==> src/rtl/vfo_pkg.sv <==
// Shared types for the YUV 4:2:2 output formatter.
// Assumes 8-bit samples and two-pixel timing headers.
package vfo_pkg;
    localparam int BYTE_W  = 8;
    localparam int HDR_PIX = 2;

    typedef enum logic [1:0] {
        FMT_SEP16 = 2'b00,
        FMT_656   = 2'b01,
        FMT_CODE  = 2'b10,
        FMT_SEP8  = 2'b11
    } ofmt_e;

    typedef enum logic [2:0] {
        K_DATA, K_SAV1, K_SAV2, K_EAV1, K_EAV2, K_SCODE, K_ECODE
    } kind_e;

    typedef struct packed {
        logic href;
        logic vref;
        logic act;
        logic fld;
    } ref_t;
endpackage

==> src/rtl/vfo_pipe.sv <==
// Pixel delay line: holds LOOK pixels of lookahead ahead of the output
// pixel and LOOK pixels of active-flag history behind it.
// Assumes smp_en is high on every other clock cycle.
module vfo_pipe
    import vfo_pkg::*;
#(
    parameter int LOOK = HDR_PIX,
    parameter int BW   = BYTE_W
)
(
    input  logic          clk,
    input  logic          rst_n,
    input  logic          smp_en,
    input  logic [BW-1:0] y_in,
    input  logic [BW-1:0] c_in,
    input  ref_t          ref_in,
    output logic [BW-1:0] o_y,
    output logic [BW-1:0] o_c,
    output ref_t          o_ref,
    output logic [LOOK-1:0] ahead_act,
    output logic [LOOK-1:0] past_act,
    output logic          sel_y,
    output logic          frame_start
);
    logic [BW-1:0] y_q [0:LOOK];
    logic [BW-1:0] c_q [0:LOOK];
    ref_t          r_q [0:LOOK];

    for (genvar s = 0; s <= LOOK; s++) begin : g_stg
        if (s == 0) begin : g_head
            // capture a new pixel on each sample edge
            always_ff @(posedge clk) begin
                if (!rst_n) begin
                    y_q[0] <= '0; c_q[0] <= '0; r_q[0] <= '0;
                end else if (smp_en) begin
                    y_q[0] <= y_in; c_q[0] <= c_in; r_q[0] <= ref_in;
                end
            end
        end else begin : g_tail
            // advance the delay line by one pixel
            always_ff @(posedge clk) begin
                if (!rst_n) begin
                    y_q[s] <= '0; c_q[s] <= '0; r_q[s] <= '0;
                end else if (smp_en) begin
                    y_q[s] <= y_q[s-1]; c_q[s] <= c_q[s-1]; r_q[s] <= r_q[s-1];
                end
            end
        end
    end

    for (genvar j = 0; j < LOOK; j++) begin : g_ahead
        assign ahead_act[j] = r_q[LOOK-1-j].act;
    end

    // remember the active flags of the last output pixels
    always_ff @(posedge clk) begin
        if (!rst_n)
            past_act <= '0;
        else if (smp_en)
            past_act <= {past_act[LOOK-2:0], r_q[LOOK].act};
    end

    // C byte in the cycle after a sample edge, Y byte in the next
    always_ff @(posedge clk) begin
        if (!rst_n)
            sel_y <= 1'b0;
        else
            sel_y <= !smp_en;
    end

    assign o_y         = y_q[LOOK];
    assign o_c         = c_q[LOOK];
    assign o_ref       = r_q[LOOK];
    assign frame_start = smp_en && r_q[LOOK-1].vref && !r_q[LOOK].vref;
endmodule

==> src/rtl/vfo_hdr.sv <==
// Classifies the output pixel as data, a header half or a single code.
// The choice depends on the active flags around it. Also builds the XY byte.
// Assumes at least four blanking pixels between active runs.
module vfo_hdr
    import vfo_pkg::*;
(
    input  ofmt_e       fmt,
    input  ref_t        o_ref,
    input  logic [1:0]  ahead_act,
    input  logic [1:0]  past_act,
    output kind_e       kind,
    output logic [7:0]  xy
);
    logic hbit;

    // pick the slot kind; end-of-line markers take priority
    always_comb begin
        kind = K_DATA;
        if (!o_ref.act) begin
            if (fmt == FMT_656) begin
                if (past_act[0])                      kind = K_EAV1;
                else if (past_act[1])                 kind = K_EAV2;
                else if (ahead_act[0])                kind = K_SAV2;
                else if (ahead_act[1])                kind = K_SAV1;
            end else if (fmt == FMT_CODE) begin
                if (past_act[0])                      kind = K_ECODE;
                else if (ahead_act[0])                kind = K_SCODE;
            end
        end
    end

    // timing word with protection bits
    assign hbit = (kind == K_EAV2);
    assign xy = {1'b1, o_ref.fld, o_ref.vref, hbit,
                 o_ref.vref ^ hbit, o_ref.fld ^ hbit,
                 o_ref.fld ^ o_ref.vref, o_ref.fld ^ o_ref.vref ^ hbit};
endmodule

==> src/rtl/vfo_mux.sv <==
// Port drivers: picks bytes for ports A and B by format and slot kind,
// clips reserved values in embedded formats, and gates with output enable.
module vfo_mux
    import vfo_pkg::*;
#(
    parameter int BW = BYTE_W
)
(
    input  ofmt_e         fmt,
    input  kind_e         kind,
    input  logic [7:0]    xy,
    input  logic          sel_y,
    input  logic [BW-1:0] o_y,
    input  logic [BW-1:0] o_c,
    input  ref_t          o_ref,
    input  logic [BW-1:0] gp,
    input  logic          oe,
    output logic [BW-1:0] port_a,
    output logic [BW-1:0] port_b,
    output logic          href_o,
    output logic          vref_o,
    output logic          vact_o
);
    localparam logic [BW-1:0] ALL0 = '0;
    localparam logic [BW-1:0] ALL1 = '1;
    localparam logic [BW-1:0] LOW1 = BW'(1);
    localparam logic [BW-1:0] HIGH1 = ALL1 - LOW1;

    logic          embed;
    logic [BW-1:0] cb, yb, a_pre, b_pre;

    function automatic logic [BW-1:0] clip(input logic [BW-1:0] v);
        if (v == ALL0)      return LOW1;
        else if (v == ALL1) return HIGH1;
        else                return v;
    endfunction

    assign embed = (fmt == FMT_656) || (fmt == FMT_CODE);

    // byte content of the two slots of the output pixel
    always_comb begin
        cb = embed ? clip(o_c) : o_c;
        yb = embed ? clip(o_y) : o_y;
        case (kind)
            K_SAV1, K_EAV1: begin cb = ALL1; yb = ALL0; end
            K_SAV2, K_EAV2: begin cb = ALL0; yb = BW'(xy); end
            K_SCODE:        cb = ALL1;
            K_ECODE:        cb = ALL0;
            default: ;
        endcase
    end

    // port routing by format
    always_comb begin
        if (fmt == FMT_SEP16) begin
            a_pre = o_y;
            b_pre = o_c;
        end else begin
            a_pre = sel_y ? yb : cb;
            b_pre = gp;
        end
    end

    assign port_a = oe ? a_pre : '0;
    assign port_b = oe ? b_pre : '0;
    assign href_o = !embed && o_ref.href;
    assign vref_o = !embed && o_ref.vref;
    assign vact_o = !embed && o_ref.act;
endmodule

==> src/rtl/vfo_qual.sv <==
// Pixel clock qualifier for single, double and half clock-speed modes.
// Assumes smp_en marks pixel edges.
module vfo_qual (
    input  logic       clk,
    input  logic       rst_n,
    input  logic       smp_en,
    input  logic [1:0] spd,
    output logic       pix_qual
);
    logic stb_q, half_q;

    // track pixel edges and their parity
    always_ff @(posedge clk) begin
        if (!rst_n) begin
            stb_q  <= 1'b0;
            half_q <= 1'b0;
        end else begin
            stb_q <= smp_en;
            if (smp_en) half_q <= !half_q;
        end
    end

    // select the qualifier pattern
    always_comb begin
        case (spd)
            2'b01:   pix_qual = 1'b1;
            2'b10:   pix_qual = stb_q && half_q;
            default: pix_qual = stb_q;
        endcase
    end
endmodule

==> src/rtl/vid_fmt_out.sv <==
// YUV 4:2:2 output formatter top. Holds the frame-aligned active format
// and connects the delay line, the header classifier, the port drivers
// and the qualifier. Assumes a clock at twice the pixel rate.
module vid_fmt_out
    import vfo_pkg::*;
(
    input  logic       clk,
    input  logic       rst_n,
    input  logic       smp_en,
    input  logic [7:0] y_in,
    input  logic [7:0] c_in,
    input  logic       href_in,
    input  logic       vref_in,
    input  logic       vact_in,
    input  logic       field_in,
    input  logic [1:0] fmt_sel,
    input  logic [1:0] spd_sel,
    input  logic [7:0] gp_val,
    input  logic       oe,
    output logic [7:0] port_a,
    output logic [7:0] port_b,
    output logic       href_o,
    output logic       vref_o,
    output logic       vact_o,
    output logic       pix_qual
);
    ofmt_e       act_fmt;
    ref_t        in_ref, out_ref;
    logic [7:0]  o_y, o_c, xy;
    logic [HDR_PIX-1:0] ahead_act, past_act;
    logic        sel_y, frame_start;
    kind_e       kind;

    assign in_ref = '{href: href_in, vref: vref_in, act: vact_in, fld: field_in};

    // adopt a new format only when a frame begins at the output
    always_ff @(posedge clk) begin
        if (!rst_n)
            act_fmt <= FMT_SEP16;
        else if (frame_start)
            act_fmt <= ofmt_e'(fmt_sel);
    end

    vfo_pipe #(.LOOK(HDR_PIX), .BW(BYTE_W)) u_pipe (
        .clk(clk), .rst_n(rst_n), .smp_en(smp_en),
        .y_in(y_in), .c_in(c_in), .ref_in(in_ref),
        .o_y(o_y), .o_c(o_c), .o_ref(out_ref),
        .ahead_act(ahead_act), .past_act(past_act),
        .sel_y(sel_y), .frame_start(frame_start)
    );

    vfo_hdr u_hdr (
        .fmt(act_fmt), .o_ref(out_ref),
        .ahead_act(ahead_act), .past_act(past_act),
        .kind(kind), .xy(xy)
    );

    vfo_mux #(.BW(BYTE_W)) u_mux (
        .fmt(act_fmt), .kind(kind), .xy(xy), .sel_y(sel_y),
        .o_y(o_y), .o_c(o_c), .o_ref(out_ref), .gp(gp_val), .oe(oe),
        .port_a(port_a), .port_b(port_b),
        .href_o(href_o), .vref_o(vref_o), .vact_o(vact_o)
    );

    vfo_qual u_qual (
        .clk(clk), .rst_n(rst_n), .smp_en(smp_en), .spd(spd_sel),
        .pix_qual(pix_qual)
    );
endmodule

==> config.mk <==
export PLATFORM = sky130hd
export DESIGN_NAME = vid_fmt_out
export DESIGN_NICKNAME = d
export VERILOG_FILES = /design/src/rtl/vfo_pkg.sv /design/src/rtl/vfo_pipe.sv /design/src/rtl/vfo_hdr.sv /design/src/rtl/vfo_mux.sv /design/src/rtl/vfo_qual.sv /design/src/rtl/vid_fmt_out.sv
export SDC_FILE = /design/constraint.sdc
export NUM_CORES = 1
export LEC_CHECK = 0
export BUFFER_PORTS_ARGS = -buffer_cell sky130_fd_sc_hd__clkbuf_2
export CAP_MARGIN = 20
export CORE_ASPECT_RATIO = 0.7
export CORE_UTILIZATION = 45
export CTS_CLUSTER_DIAMETER = 40
export CTS_CLUSTER_SIZE = 14
export DETAILED_ROUTE_END_ITERATION = 6
export GPL_TIMING_DRIVEN = 0
export PLACE_DENSITY = 0.66
export SETUP_SLACK_MARGIN = 0.1
export SLEW_MARGIN = 20
export SYNTH_ARGS = -nofsm -noshare
export SYNTH_HDL_FRONTEND = slang
export SYNTH_HIERARCHICAL = 1
export SYNTH_SLANG_ARGS = --single-unit
export TNS_END_PERCENT = 50
==> constraint.sdc <==
create_clock -name clk -period 2.6 [get_ports clk]
set_input_delay 0.65 -clock clk [delete_from_list [all_inputs] [get_ports clk]]
set_output_delay 0.65 -clock clk [all_outputs]
set_load 0.01 [all_outputs]
==> impl_metrics.tcl, run 1 <==
set metrics [dict create \
    outcome "finished, violations left" \
    violations "setup timing" \
    syn_inst 303 \
    clk_latency_ns 0.33 \
    vias_per_cell 5.155 \
    syn_nets 342 \
    start_util_pct 46.87 \
    utilization_pct 58.30 \
    power_switching_share_pct 20.59 \
    drive_above_1_share_pct 31.93 \
    power_mw 2.650 \
    async_flop_share_pct 0 \
    grtUsageTotal_pct 18.30 \
    rrSetupSlack_ns 1.44 \
    finalWirelength_mm 6.840 \
    drc 0 \
    n_antenna_cell 0 \
    switchingPower_mw 0.5456 \
    dp_hpwl_mm 4.738 \
    grt_max_degree 61 \
    postLayoutCellArea_um2 4305 \
    whs_path_depth 1 \
    syn-cell-area_um2 3461 \
    nNetsFinal 413 \
    hp-start "u_pipe/r_q[1][0]" \
    path_class "flop to output pin" \
    cp.required_ns 1.95 \
    cp.arrival_ns 2.47 \
    synth.distinct_cells 41 \
    cts_inserted_buffers 9 \
    cap_viol_max_count 0 \
    rows 26 \
    first_global_vias 2250 \
    period_needed_ns 3.124 \
    vdd_ir_drop_max_uv 500.1 \
    worst_path_largest_cell_delay_ns 0.36 \
    r2r_cells 3 \
    cp_slowest_cell "dfxtp_4" \
    clock_skew_ns 0.006605 \
    hp-class "flop to flop" \
    slew_violations 0 \
    fmax_mhz 320.1 \
    htree_levels 3 \
    relSlewSlack_pct 53.96 \
    start_kind "flop" \
    synth_edf_count 60 \
    seq_area_frac_synth_pct 56.11 \
    syn_avg_cell_area_um2 11.42 \
    fin_crit_sh_pct 120.2 \
    layout_common_cells "and3_1, edfxtp_1, clkbuf_2" \
    pre_cts_slack_ns -0.3069 \
    avgRoutedWirePerCell_um 14.34 \
    clockBufferDepth 2 \
    cts_tree "built" \
    min_to "u_pipe/r_q[2][0]" \
    drt_iter0_drc 118 \
    setup_ws_ns -0.5242 \
    die_w_um 106.8 \
    power.density_nw_per_um2 615.6 \
    ys_ff_latch 67 \
    comb_power_share_pct 10.3 \
    tightest_slew_ns 0.6907 \
    antenna_found_initial 0 \
    finalHoldViolations 0 \
    r2r-start "u_pipe/r_q[2][2]" \
    crit_top_cell "o31ai_1" \
    vias 2459 \
    antenna_left 0 \
    area_delta_synth_final_pct 24.40 \
    die_area_um2 8051 \
    clkPwrFrac_pct 41.0 \
    grt_pass1_wl_mm 11.08 \
    path_cells "nor2b_4, or2_1, a32oi_2, buf_4, nand3_4, xnor2_2, o31ai_1, o31ai_1, a32oi_1, a21oi_2, buf_2" \
    coreArea_um2 7385 \
    cp_max_fo 4 \
    end_kind "output pin" \
    setup_violations 8 \
    reg2reg_to "act_fmt[1]" \
    rsz0062_at_grt "true" \
    seq_power_share_pct 48.8 \
    dr.pass1.iters 5 \
    clk_pin_slew_ns 0.07 \
    cts-root-buf "clkbuf_8" \
    overflow 0 \
    p_int_mw 2.105 \
    synthFlopType "edfxtp_1" \
    portBuffers 55 \
    chipHeight_um 75.37 \
    yosys_warnings 6 \
    p_leak_nw 2.001 \
    placed_cell_area_um2 3881 \
    routabilityCongestion 0.7888 \
    pin_count 56 \
    cts_num_sinks 67 \
]
[worst max-delay path: cells and delay by family (launching register included)]
kind,cells,cell delay (ns)
xor gates and xnor gates,1,0.17
DFF,1,0.36
AOI/OAI and AO/OA,5,0.83
and+or+nand+nor,3,0.48
buffers and inverters,2,0.30
[final cells by class]
class | instances | area, um^2
buffer | 26 | 175.2
clock buffer | 10 | 127.6
clock inverter | 6 | 127.6
fill | 636 | 3079
inverter | 10 | 40.04
multi-input combinational | 199 | 1423
sequential | 67 | 1949
tap | 98 | 122.6
timing repair buffer | 61 | 340.3
[sequential cells by signal, indices dropped and copies added, names as in the netlist]
| register | cells |
|---|---|
| act_fmt | 2 |
| u_pipe/c_q | 24 |
| u_pipe/past_act | 2 |
| u_pipe/r_q | 12 |
| u_pipe/sel_y | 1 |
| u_pipe/y_q | 24 |
| u_qual/half_q | 1 |
| u_qual/stb_q | 1 |
[metrics by stage]
stage	setup TNS, ns	cells	hold WS [ns]
2_1_floorplan	0	303	0.5173
6_report	-3.719	477	0.5535
3_3_place_gp	-31.76	456	0.5391
5_1_grt	-4.951	477	0.5679
4_1_cts	-3.961	477	0.5536
3_5_place_dp	-1.770	456	0.5433
[cells by family (layout without fill, tap and decap cells)]
logic type / count (synthesis) / after routing / share of synthesized area (%)
simple gates: 124 / 124 / 20.75
flops: 67 / 67 / 56.11
compound gates: 46 / 46 / 8.677
buf+inv: 37 / 113 / 6.218
mux: 20 / 20 / 5.784
xor+xnor: 5 / 5 / 1.266
fa+ha+maj: 3 / 3 / 1.085
other cells: 1 / 1 / 0.1084
[synthesized netlist by cell type, types with 2 or more instances]
cell / instances / area share, %
buf_2: 9 / 1.3
nand4_1: 3 / 0.54
nand3_1: 2 / 0.29
buf_4: 9 / 2.0
edfxtp_1: 60 / 52
nor4_1: 2 / 0.36
o31ai_1: 2 / 0.43
nor3b_1: 2 / 0.43
mux2i_1: 20 / 5.8
a31oi_1: 8 / 1.4
a2bb2oi_1: 7 / 1.8
nor2b_1: 19 / 3.4
clkbuf_2: 6 / 0.87
o21ai_1: 5 / 0.72
o21ai_0: 13 / 1.9
and3_1: 60 / 11
nor2_1: 3 / 0.33
a32oi_1: 2 / 0.51
inv_1: 10 / 1.1
xnor2_1: 3 / 0.76
o21a_1: 3 / 0.65
and2_1: 2 / 0.36
xor2_1: 2 / 0.51
dfxtp_1: 7 / 4.0
nand2_1: 24 / 2.6
a21oi_1: 3 / 0.43
ha_1: 3 / 1.1
[metal layers]
layer  vias to the layer above  wire length, um  track usage (%)  part of all wire, %
li1                       1256                -                -                    -
met1                      1129             3486            26.45                   51
met2                        72             2977            27.46                   44
met3                         2              360            3.251                  5.3
met4                         0               15            8.067                 0.22
met5                         -                0                0                    0
[worst max path at each step]
stage	start	endpoint
global placement	rst_n	u_pipe/r_q[0][3]
CTS	act_fmt[1]	port_a[2]
detailed placement	u_pipe/r_q[0][1]	port_a[0]
finish	act_fmt[1]	port_a[0]
floorplan	u_pipe/r_q[0][1]	port_a[2]
global route	act_fmt[1]	port_a[0]
[what timing repair did]
item                                    4_1_cts  5_1_grt
gates cloned                                  1        0
resized for setup                            26        7
endpoints found under the setup margin        8        8
setup buffers                                 5        0
pin swaps                                    14        5
hold buffers                                  0        0
endpoints found under the hold margin         0        0
[power groups by stage]
| stage | logic, mW | clock network (mW) | registers (mW) |
|---|---|---|---|
| 2_1_floorplan | 0.173 | 0 | 1.30 |
| 3_3_place_gp | 0.253 | 0 | 1.31 |
| 3_5_place_dp | 0.257 | 0 | 1.31 |
| 4_1_cts | 0.271 | 1.11 | 1.29 |
| 5_1_grt | 0.302 | 1.15 | 1.30 |
| 6_report | 0.272 | 1.09 | 1.29 |
No activity file was read; power rests on OpenSTA's default activity.
==> run 2, diff against run 1 <==
Settings changed: PLACE_DENSITY 0.66 to 0.68.
Clock period 2.6 ns to 2.77 ns, I/O delays scaled along.
==> run 2 against run 1 <==
The flow still finishes with violations (setup timing); first-iteration DRC count grew 2.5%; cell count shrank 0.42%; sequential cell count is the same; sequential power shrank 6%; global-route usage is essentially flat; register-to-register slack gained 0.10 ns; combinational power shrank 7%; sequential share of layout area grew 1.1 points; critical path depth grew 1; utilization shrank 1.5 points; power shrank 19%; hold slack gained 0.0038 ns; largest power group unchanged.
==> impl_metrics.tcl, run 2 (same netlist as run 1, synthesis figures left out) <==
set metrics [dict create \
    first_global_vias 2266 \
    cp_slowest_cell "dfxtp_2" \
    utilization_pct 56.79 \
    r2r_cells 3 \
    path_class "flop to output pin" \
    overflow 0 \
    n_antenna_cell 0 \
    pin_count 56 \
    power_switching_share_pct 24.24 \
    start_util_pct 46.87 \
    dr.pass1.iters 4 \
    clockBufferDepth 2 \
    cp.required_ns 2.08 \
    die_w_um 106.8 \
    layout_common_cells "and3_1, edfxtp_1, clkbuf_2" \
    r2r-start "u_pipe/r_q[2][2]" \
    tightest_slew_ns 0.7128 \
    nNetsFinal 411 \
    drt_iter0_drc 121 \
    grtUsageTotal_pct 18.34 \
    nFillCells 627 \
    pre_cts_slack_ns -0.2775 \
    dp_hpwl_mm 4.799 \
    power.density_nw_per_um2 514.5 \
    clkPwrFrac_pct 31.9 \
    clock_skew_ns 0.01048 \
    clk_pin_slew_ns 0.07 \
    fin_crit_sh_pct 113.6 \
    relSlewSlack_pct 52.48 \
    vias 2494 \
    cp.arrival_ns 2.45 \
    grt_pass1_wl_mm 11.08 \
    avgRoutedWirePerCell_um 14.77 \
    comb_power_share_pct 11.8 \
    worst_path_largest_cell_delay_ns 0.34 \
    period_needed_ns 3.145 \
    seq_area_um2 1944 \
    routabilityCongestion 0.8132 \
    dp_cells 456 \
    hp-start "u_pipe/y_q[0][5]" \
    rrSetupSlack_ns 1.54 \
    htree_levels 3 \
    path_cells "nor2b_4, or2_0, a32oi_2, buf_4, nand3_4, xnor2_2, mux2i_1, a2bb2oi_1, o21ai_1, nand2_1, a31oi_1, buf_2" \
    area_delta_synth_final_pct 21.19 \
    cp_max_fo 4 \
    seq_power_share_pct 56.3 \
    drc 0 \
    setup_ws_ns -0.3754 \
    ctsHoldBuffers 0 \
    cap_viol_max_count 0 \
    clk_latency_ns 0.33 \
    rows 26 \
    top_regs "u_pipe/c_q: 24 flops, u_pipe/y_q: 24 flops, u_pipe/r_q: 12 flops" \
    antenna_found_initial 0 \
    start_kind "flop" \
    final_cells 475 \
    cts-root-buf "clkbuf_8" \
    drive_above_1_share_pct 31.30 \
    violations "setup timing" \
    portBuffers 55 \
    switchingPower_mw 0.5231 \
    finalHoldViolations 0 \
    outcome "finished, violations left" \
    whs_path_depth 1 \
    fmax_mhz 317.9 \
    end_kind "output pin" \
    grt_max_degree 61 \
    slew_violations 0 \
    coreArea_um2 7385 \
    vdd_ir_drop_max_uv 346.2 \
    vias_per_cell 5.251 \
    cts_num_sinks 67 \
    multi_input_area_um2 1429 \
    p_leak_nw 1.944 \
    setup_violations 8 \
    hp-class "flop to flop" \
    antenna_left 0 \
    min_to "u_pipe/y_q[1][5]" \
    cts_tree "built" \
    rsz0062_at_grt "true" \
    cts_inserted_buffers 9 \
    die_area_um2 8051 \
    chipHeight_um 75.37 \
    p_int_mw 1.635 \
    finalWirelength_mm 7.014 \
    reg2reg_to "act_fmt[1]" \
]
-- run 2: worst max path at each step --
stage                     startpoint  slack (ns)  cells after the start          endpoint
final                     act_fmt[1]       -0.38                     12         port_a[2]
after floorplan           act_fmt[0]        0.12                     10         port_a[2]
after global routing      act_fmt[1]       -0.56                     12         port_a[2]
after CTS                 act_fmt[1]       -0.42                     11         port_a[0]
after global placement         rst_n       -0.33                      3  u_pipe/y_q[0][7]
after detailed placement  act_fmt[1]       -0.28                     10         port_a[0]
-- run 2: what timing repair did --
item	4_1_cts	5_1_grt
endpoints found under the setup margin	8	8
gates cloned	0	0
pin swaps	9	11
setup buffers	3	1
resized for setup	23	15
-- run 2: layout make-up --
| class | instances | area share (%) |
|---|---|---|
| Timing Repair Buffer | 59 | 7.369 |
| Clock inverter | 5 | 0.6862 |
| Multi-Input combinational cell | 199 | 34.07 |
| Sequential cell | 67 | 46.36 |
| Clock buffer | 11 | 3.371 |
| Buffer | 26 | 4.266 |
| Tap cell | 98 | 2.924 |
| Inverter | 10 | 0.9547 |
-- run 2: layer usage --
metal  part of all wire, %  up-vias  global-route usage, %
met5                     0        -                      0
met4                  0.93        0                  7.915
met3                   4.3        8                  3.080
met2                    43       71                  27.31
met1                    52     1161                  26.82
li1                      -     1254                      -
-- run 2: per-stage QoR --
stage	hold WS (ns)	cell area (um^2)	setup TNS (ns)	power, mW
6_report	0.5573	4194	-2.474	2.158
2_1_floorplan	0.5173	3461	0	1.378
3_3_place_gp	0.5385	3859	-20.86	1.468
3_5_place_dp	0.5424	3861	-1.144	1.473
5_1_grt	0.5691	4194	-3.538	2.250
4_1_cts	0.5509	4144	-2.738	2.172
-- run 2: power by group through the flow --
stage	Clock, mW	Combinational, mW	Sequential, mW
CTS	0.709	0.249	1.21
detailed placement	0	0.240	1.23
finish	0.689	0.254	1.21
floorplan	0	0.159	1.22
global placement	0	0.234	1.23
global route	0.746	0.281	1.22
-- run 2: critical path, delay by kind of cell (launching register included) --
kind                   cells  cell delay (ns)
AO/OA/AOI/OAI              4             0.64
AND/OR/NAND/NOR            4             0.56
flip-flops                 1             0.34
buffers and inverters      2             0.30
XOR/XNOR                   1             0.19
multiplexers               1             0.09
